[config.mk]
export PLATFORM = sky130hd
export DESIGN_NAME = mw_byte_master
export DESIGN_NICKNAME = d
export VERILOG_FILES = /design/src/rtl/mw_pkg.sv /design/src/rtl/mw_phase_timer.sv /design/src/rtl/mw_ctrl.sv /design/src/rtl/mw_shifter.sv /design/src/rtl/mw_byte_master.sv
export SDC_FILE = /design/constraint.sdc
export NUM_CORES = 1
export LEC_CHECK = 0
export ABC_AREA = 1
export BUFFER_PORTS_ARGS = -buffer_cell sky130_fd_sc_hd__clkbuf_2
export CAP_MARGIN = 25
export CORE_UTILIZATION = 55
export DETAILED_ROUTE_END_ITERATION = 7
export GPL_TIMING_DRIVEN = 0
export PLACE_DENSITY = 0.79
export RECOVER_POWER = 100
export SLEW_MARGIN = 20
export SYNTH_ARGS = -nofsm -noshare
export SYNTH_HDL_FRONTEND = slang
export SYNTH_SLANG_ARGS = --single-unit
export TNS_END_PERCENT = 50
[constraint.sdc]
create_clock -name clk -period 3.55 [get_ports clk]
set_clock_uncertainty 0.05 [all_clocks]
set_input_delay 0.71 -clock clk [delete_from_list [all_inputs] [get_ports clk]]
set_output_delay 0.71 -clock clk [all_outputs]
set_load 0.02 [all_outputs]
[src/rtl/mw_pkg.sv]
package mw_pkg;
  localparam int BYTE_W = 8;

  typedef enum logic [1:0] {
    PH_IDLE = 2'd0,
    PH_LEAD = 2'd1,
    PH_HIGH = 2'd2,
    PH_LOW  = 2'd3
  } phase_t;
endpackage

[src/rtl/mw_phase_timer.sv]
module mw_phase_timer #(
  parameter int DIV = 128
) (
  input  logic clk,
  input  logic rst,
  input  logic restart,
  output logic end_full,
  output logic end_half
);
  localparam int CW   = (DIV > 2) ? $clog2(DIV) : 1;
  localparam int HALF = DIV / 2;

  logic [CW-1:0] cnt_q;

  always_ff @(posedge clk) begin
    if (rst || restart) cnt_q <= '0;
    else                cnt_q <= cnt_q + 1'b1;
  end

  assign end_full = (cnt_q == CW'(DIV - 1));
  assign end_half = (cnt_q == CW'(HALF - 1));
endmodule

[src/rtl/mw_ctrl.sv]
module mw_ctrl
  import mw_pkg::*;
#(
  parameter int NBITS = BYTE_W
) (
  input  logic clk,
  input  logic rst,
  input  logic in_valid,
  input  logic end_full,
  input  logic end_half,
  output logic in_ready,
  output logic busy,
  output logic sk,
  output logic done,
  output logic load,
  output logic sample,
  output logic fall,
  output logic finish,
  output logic restart
);
  localparam int BW = (NBITS > 2) ? $clog2(NBITS) : 1;

  phase_t        ph_q, ph_d;
  logic [BW-1:0] bit_q, bit_d;
  logic          sk_q, sk_d;
  logic          done_q;

  always_comb begin
    ph_d    = ph_q;
    bit_d   = bit_q;
    sk_d    = sk_q;
    load    = 1'b0;
    sample  = 1'b0;
    fall    = 1'b0;
    finish  = 1'b0;
    restart = 1'b0;
    case (ph_q)
      PH_IDLE: begin
        if (in_valid) begin
          load    = 1'b1;
          restart = 1'b1;
          bit_d   = '0;
          ph_d    = PH_LEAD;
        end
      end
      PH_LEAD: begin
        if (end_full) begin
          sk_d    = 1'b1;
          sample  = 1'b1;
          restart = 1'b1;
          ph_d    = PH_HIGH;
        end
      end
      PH_HIGH: begin
        if (end_half) begin
          sk_d    = 1'b0;
          fall    = 1'b1;
          restart = 1'b1;
          if (bit_q == BW'(NBITS - 1)) begin
            finish = 1'b1;
            ph_d   = PH_IDLE;
          end else begin
            bit_d = bit_q + 1'b1;
            ph_d  = PH_LOW;
          end
        end
      end
      PH_LOW: begin
        if (end_half) begin
          sk_d    = 1'b1;
          sample  = 1'b1;
          restart = 1'b1;
          ph_d    = PH_HIGH;
        end
      end
      default: ph_d = PH_IDLE;
    endcase
  end

  always_ff @(posedge clk) begin
    if (rst) begin
      ph_q   <= PH_IDLE;
      bit_q  <= '0;
      sk_q   <= 1'b0;
      done_q <= 1'b0;
    end else begin
      ph_q   <= ph_d;
      bit_q  <= bit_d;
      sk_q   <= sk_d;
      done_q <= finish;
    end
  end

  assign in_ready = (ph_q == PH_IDLE);
  assign busy     = (ph_q != PH_IDLE);
  assign sk       = sk_q;
  assign done     = done_q;
endmodule

[src/rtl/mw_shifter.sv]
module mw_shifter #(
  parameter int W = 8
) (
  input  logic         clk,
  input  logic         rst,
  input  logic         load,
  input  logic [W-1:0] load_data,
  input  logic         sample,
  input  logic         fall,
  input  logic         finish,
  input  logic         si,
  output logic         so,
  output logic [W-1:0] rx_byte
);
  logic [W-1:0] sh_q;
  logic [W-1:0] rx_q;
  logic         si_q;
  logic         so_q;

  always_ff @(posedge clk) begin
    if (rst) begin
      sh_q <= '0;
      rx_q <= '0;
      si_q <= 1'b0;
      so_q <= 1'b0;
    end else begin
      if (load) begin
        sh_q <= load_data;
        so_q <= load_data[W-1];
      end
      if (sample) si_q <= si;
      if (fall) begin
        sh_q <= {sh_q[W-2:0], si_q};
        if (finish) begin
          so_q <= 1'b0;
          rx_q <= {sh_q[W-2:0], si_q};
        end else begin
          so_q <= sh_q[W-2];
        end
      end
    end
  end

  assign so      = so_q;
  assign rx_byte = rx_q;
endmodule

[src/rtl/mw_byte_master.sv]
module mw_byte_master
  import mw_pkg::*;
#(
  parameter int CLK_DIV = 128
) (
  input  logic              clk,
  input  logic              rst,
  input  logic              in_valid,
  output logic              in_ready,
  input  logic [BYTE_W-1:0] in_data,
  output logic              busy,
  output logic              done,
  output logic [BYTE_W-1:0] rx_data,
  output logic              sk,
  output logic              so,
  input  logic              si
);
  logic end_full, end_half;
  logic load, sample, fall, finish, restart;

  mw_phase_timer #(.DIV(CLK_DIV)) u_timer (
    .clk      (clk),
    .rst      (rst),
    .restart  (restart),
    .end_full (end_full),
    .end_half (end_half)
  );

  mw_ctrl #(.NBITS(BYTE_W)) u_ctrl (
    .clk      (clk),
    .rst      (rst),
    .in_valid (in_valid),
    .end_full (end_full),
    .end_half (end_half),
    .in_ready (in_ready),
    .busy     (busy),
    .sk       (sk),
    .done     (done),
    .load     (load),
    .sample   (sample),
    .fall     (fall),
    .finish   (finish),
    .restart  (restart)
  );

  mw_shifter #(.W(BYTE_W)) u_shift (
    .clk       (clk),
    .rst       (rst),
    .load      (load),
    .load_data (in_data),
    .sample    (sample),
    .fall      (fall),
    .finish    (finish),
    .si        (si),
    .so        (so),
    .rx_byte   (rx_data)
  );
endmodule

# After elaboration in Yosys (flattened, before gate mapping)
# Index checks and enable logic that the tools add are counted.
op_classes:
  addsub: 2
  n_mul: 0
  div: 0
  n_lt_le_gt_ge: 0
  eq_ne: 11
  shift: 0
  muxes: 29
  bitwise_logic: 0
  n_reduce_logical: 11
ops:
  columns: ["cell", "n"]
  rows:
  - ["2-to-1 mux 1 bit", 14]
  - ["2-to-1 mux 7 bit", 2]
  - ["AND reduction 4 bit", 3]
  - ["2-to-1 mux 2 bit", 5]
  - ["inequality test 2 bit, second input constant", 5]
  - ["2-to-1 mux 3 bit", 3]
  - ["case mux 2 bit (4 select lines)", 1]
  - ["adder 7 x 1 -> 7 bit, second input constant", 1]
  - ["equality test 7 x 6 -> 1 bit, second input constant", 1]
  - ["equality test 7 bit, second input constant", 1]
  - ["case mux 1 bit (3 select lines)", 2]
  - ["case mux 3 bit (2 select lines)", 1]
  - ["nonzero test 2 bit", 3]
  - ["equality test 2 bit, second input constant", 2]
  - ["adder 3 x 1 -> 3 bit, second input constant", 1]
  - ["equality test 3 bit, second input constant", 1]
  - ["nonzero test 3 bit", 1]
  - ["equality test 2 x 1 -> 1 bit, second input constant", 1]
  - ["logical NOT 2 bit", 1]
  - ["case mux 1 bit (2 select lines)", 1]
  - ["AND reduction 2 bit", 1]
  - ["OR reduction 2 bit", 1]
  - ["logical OR 1 bit", 1]
word_totals:
  register_bits: 31
  latch_bits: 0
  mem_bits_rw: 0
  romBits: 0
  output_inout_bits: 13
  mem_count: 0

# Logic depth before layout (Yosys ltp)
depth:
  ltp_word: 6
  ltp_mapped: 9
  mapped_depth_nobuf: 9

# By module
# From an unflattened synthesis, not the netlist that was laid out.
hier_totals:
  hier_cells: 212
  area_unflattened_um2: 1430.1
modules_own_cells:
  columns: ["module", "n_inst", "cells_each", "area_per_inst_um2", "seq_area_each_um2"]
  rows:
  - ["mw_shifter", 1, 106, 704.4, 340.3]
  - ["mw_ctrl", 1, 61, 421.7, 140.1]
  - ["mw_phase_timer", 1, 45, 304.0, 140.1]

# Worst setup path before layout
# OpenSTA, ideal clock, no wires.
synth_timing:
  path_kind: "register to output"
  start: "register u_ctrl.ph_q[0]"
  end: "output busy"
  arrival_time_ps: 897
  t_required_ps: 2790
  slack_ps: 1893
  path_stages_with_launch: 3
  path_cell_list: "dfxtp_1 nor2_1 inv_1"
synth_between:
  elab_chain_len: 1
synth_lines:
  columns: ["element", "line_no", "source"]
  rows:
  - ["start, declared", "mw_ctrl.sv:23", "phase_t ph_q, ph_d;"]
  - ["start signal, assigned", "mw_ctrl.sv:87", "ph_q <= ph_d;"]
  - ["nonzero test 2 bit", "mw_ctrl.sv:95", "assign busy = (ph_q != PH_IDLE);"]
  - ["end, declared", "mw_byte_master.sv:11", "output logic busy,"]
# No other way between the ends.

# Worst setup path after layout
layout_timing:
  start: "register u_timer.cnt_q[0]"
  end: "register u_shift.rx_q[1], in the netlist u_shift.rx_byte[1]"
layout_between:
  elab_chain_len: 4
  elab_cells_between_ends: 6
  classes_between: "eq/ne (1); mux (4); reduce/logical (1)"
layout_lines:
  columns: ["element", "line_no", "source"]
  rows:
  - ["start, declared", "mw_phase_timer.sv:13", "logic [CW-1:0] cnt_q;"]
  - ["start signal, assigned", "mw_phase_timer.sv:17", "else cnt_q <= cnt_q + 1'b1;"]
  - ["equality test 7 x 6 -> 1 bit (*)", "mw_phase_timer.sv:21", "assign end_half = (cnt_q == CW'(HALF - 1));"]
  - ["2-to-1 mux 1 bit", "mw_ctrl.sv:55", "if (end_half) begin"]
  - ["2-to-1 mux 1 bit", "mw_ctrl.sv:37", "case (ph_q)"]
  - ["AND reduction 2 bit (no line) (*)", null, null]
  - ["end signal, assigned", "mw_shifter.sv:36", "rx_q <= {sh_q[W-2:0], si_q};"]
  - ["end, declared", "mw_shifter.sv:16", "logic [W-1:0] rx_q;"]
# Mark *: on every way between the ends. The rest lies on a longest branch, timed or not.
# A chain may end at the register's enable or synchronous reset.

==> metrics.md <==
| Metric | Value |
|---|---|
| Share of cells above drive strength 1 | `0.106` |
| Max cap viols | `0` |
| Die Area | `2730 um^2` |
| DRT Pass-1 Iters | `4` |
| Max clock buf depth | `2` |
| Synth top area share | `0.448` |
| Delay-heaviest family, CP | `simple AND/OR/NAND/NOR gates` |
| Worst Setup End Kind | `flip-flop` |
| Hold Crit Class | `reg -> reg` |
| Die width | `52.2 um` |
| Drt wl/cell | `12.1 um` |
| CTS Buf Count | `5` |
| Setup TNS | `0 ns` |
| Total Routed Length | `2.98 mm` |
| Slowest stage delay, CP | `approximately 0.42 ns` |
| Nets | `232` |
| Worst-path cell chain | `ha_1, nand2_1, nor2_1, nand2_1, nor2_1, nand2_1, nor2_1, nand2_1, nand2_1` |
| CTS Hold Bufs | `0` |
| Vias in the first global route | `about 1,200` |
| First-pass GRT wire length | `4.89 mm` |
| Slew Limit Fails | `0` |
| Final HPWL DP | `2.13 mm` |
| Status | `finished clean` |
| Largest net degree at the start of global routing | `11` |
| Final ANT Viol Nets | `0` |
| Area leader, netlist | `dfxtp_1` |
| Fillers | `224` |
| DRC Markers | `0` |
| DRT iter0 DRCs | `31` |
| CTS root buffer | `clkbuf_4` |
| Floorplan core area | `2300 um^2` |
| Peak supply drop | `between 0.6 and 0.7 mV` |
| CTS tree | `done` |
| H-tree Lvls | `2` |
| Synth Instances | `around 190` |
| Global route overflow | `0` |
| Mapped Avg Cell Area | `7.41 um^2` |
| Total track usage | `0.256` |
| Io pins | `25` |
| Post-DR vias/cell | `5.12` |
| RePlAce Congestion | `0.793` |
| Minimum clock period | `roughly 2.2 ns` |
| Period utilization | `0.617` |
| Clk_lat worst skew | `approximately 0.34 ns` |
| Area delta synth->final | `11.3%` |
| Power per cell area | `627 nW/um^2` |
| Critical path required time | `3.78 ns` |
| Setup bufs post-CTS | `0` |
| Pre-CTS WS | `1.55 ns` |
| Register bit total from synthesis | `31` |
| Final Hold Vio Count | `0` |
| Synth unique cells | `25` |
| PortBufs | `23` |
| Initial antenna violation count | `0` |
| Max transition margin | `0.694` |
| Final WS setup | `about 1.4 ns` |
| CTS sink cnt | `31` |
| Row cnt | `17` |
| Max FO, Critical Path | `9` |
| Critical Path Source Type | `flip-flop` |
| Critical Path AT | `2.42 ns` |
| Worst Tran Pin Value | `about 0.46 ns` |
| Post-Syn Area | `1390 um^2` |
| Cell mode on critical path | `nand2_1` |
| Leak Pwr | `0.725 nW` |
| Worst Setup Path Type | `reg -> reg` |
| Starting Density | `0.603` |
| Reg clk slew, reported paths | `0.09 ns` |
| Post_cts resized | `0` |
| Die H | `between 50 and 60 um` |
| RSZ-0062 raised after global routing | `false` |
| Antenna diode count | `0` |
| Fmax | `0.457 GHz` |
| Sequential fraction of the synthesis area | `0.448` |
| Via count | `1,260` |
| Crit path buf inv count | `0` |
| CP max-delay cell | `nor2_1` |
| Setup-failing EPs final | `0` |
| Synth warnings | `0` |
| Area contributors post-synth | `dfxtp_1 45%, nand2_1 15%, nor2_1 7.9%, nand3_1 5.4%, o21ai_0 3.6%` |
| Syn Nets | `202` |
placed cells by master (no fill, tap or decap), types with 2 or more instances in the layout:
master / n
nor2_2: 2
dfxtp_1: 31
a31oi_1: 2
clkbuf_2: 10
xnor2_1: 2
nand3_1: 15
clkbuf_1: 16
nor2_1: 32
a21oi_1: 6
clkbuf_4: 5
ha_1: 3
xor2_1: 3
inv_1: 13
nand2_1: 58
o21ai_0: 10
worst reg2reg max path, cell delays in order (launching register included):
cell and delay [ns]:
dfxtp_1 0.37, ha_1 0.23, nand2_1 0.08, nor2_1 0.22, nand2_1 0.19, nor2_1 0.17, nand2_1 0.22, nor2_1 0.42
nand2_1 0.11, nand2_1 0.07
metal layers:
metal / global-route usage / routed length, um / vias to the layer above
li1: - / - / 650
met1: 0.279 / 1340 / 569
met2: 0.410 / 1410 / 30
met3: 0.0986 / 144 / 11
met4: 0.167 / 88 / 0
met5: 0 / 0 / -
synth_stat cells (all sizes together):
cell    instances
a21oi           6
o21ai          11
nand2          59
nor2           34
nand3b          1
ha              3
xnor2           2
nand4           1
buf             3
inv            14
xor2            3
dfxtp          31
a31oi           2
o22ai           1
clkbuf          1
nand3          15
worst paths after layout:
check                                                       end                        start  slack, ns  cells after the start
worst max-delay path            u_shift.rx_byte[1]$_SDFFE_PP0P_  u_timer.cnt_q[0]$_SDFF_PP0_       1.36                      9
worst min-delay path                u_timer.cnt_q[0]$_SDFF_PP0_  u_timer.cnt_q[0]$_SDFF_PP0_       0.42                      1
worst max register to register  u_shift.rx_byte[1]$_SDFFE_PP0P_  u_timer.cnt_q[0]$_SDFF_PP0_       1.36                      9
worst min register to register      u_timer.cnt_q[0]$_SDFF_PP0_  u_timer.cnt_q[0]$_SDFF_PP0_       0.42                      1
where the power goes:
part	total (mW)	switching, mW	internal [mW]	leakage, nW
Clock	0.292	0.126	0.166	0.0482
Sequential	0.422	0.0362	0.385	0.252
Combinational	0.253	0.174	0.0788	0.425
registers in the layout (all words and copies together), names as in the netlist:
register	count
u_timer.cnt_q	7
u_shift.si_q	1
u_ctrl.sk	1
u_shift.rx_byte	8
u_ctrl.bit_q	3
u_shift.so	1
u_ctrl.done	1
u_ctrl.ph_q	2
u_shift.sh_q	7
kinds of logic (layout without fill, tap and decap cells):
group	Yosys count	after routing	synth area share
DFF	31	31	0.448
xor gates and xnor gates	5	5	0.0316
buffers and inverters	18	49	0.0578
AOI/OAI and AO/OA	20	20	0.0749
adders and majority gates	3	3	0.0271
and+or+nand+nor	110	110	0.361
cell type report:
type | instances | area (um^2) | area share
Multi-Input combinational cell | 138 | 631 | 0.409
Sequential cell | 31 | 621 | 0.402
Tap cell | 28 | 35.0 | 0.0227
Timing Repair Buffer | 23 | 98.8 | 0.0641
Inverter | 14 | 52.6 | 0.0341
Clock buffer | 6 | 51.3 | 0.0333
Clock inverter | 2 | 35.0 | 0.0227
Buffer | 4 | 18.8 | 0.0122
through the flow:
stage	instance area (um^2)	cells	total power [mW]	hold WS, ns	utilization
6_report	1540	246	0.967	0.419	0.672
5_1_grt	1540	246	1.02	0.440	0.672
4_1_cts	1620	246	0.981	0.424	0.706
3_5_place_dp	1540	238	0.684	0.402	0.669
3_3_place_gp	1540	238	0.670	0.377	0.669
2_1_floorplan	1390	187	0.613	0.368	-
(Power assumes the default switching activity.)
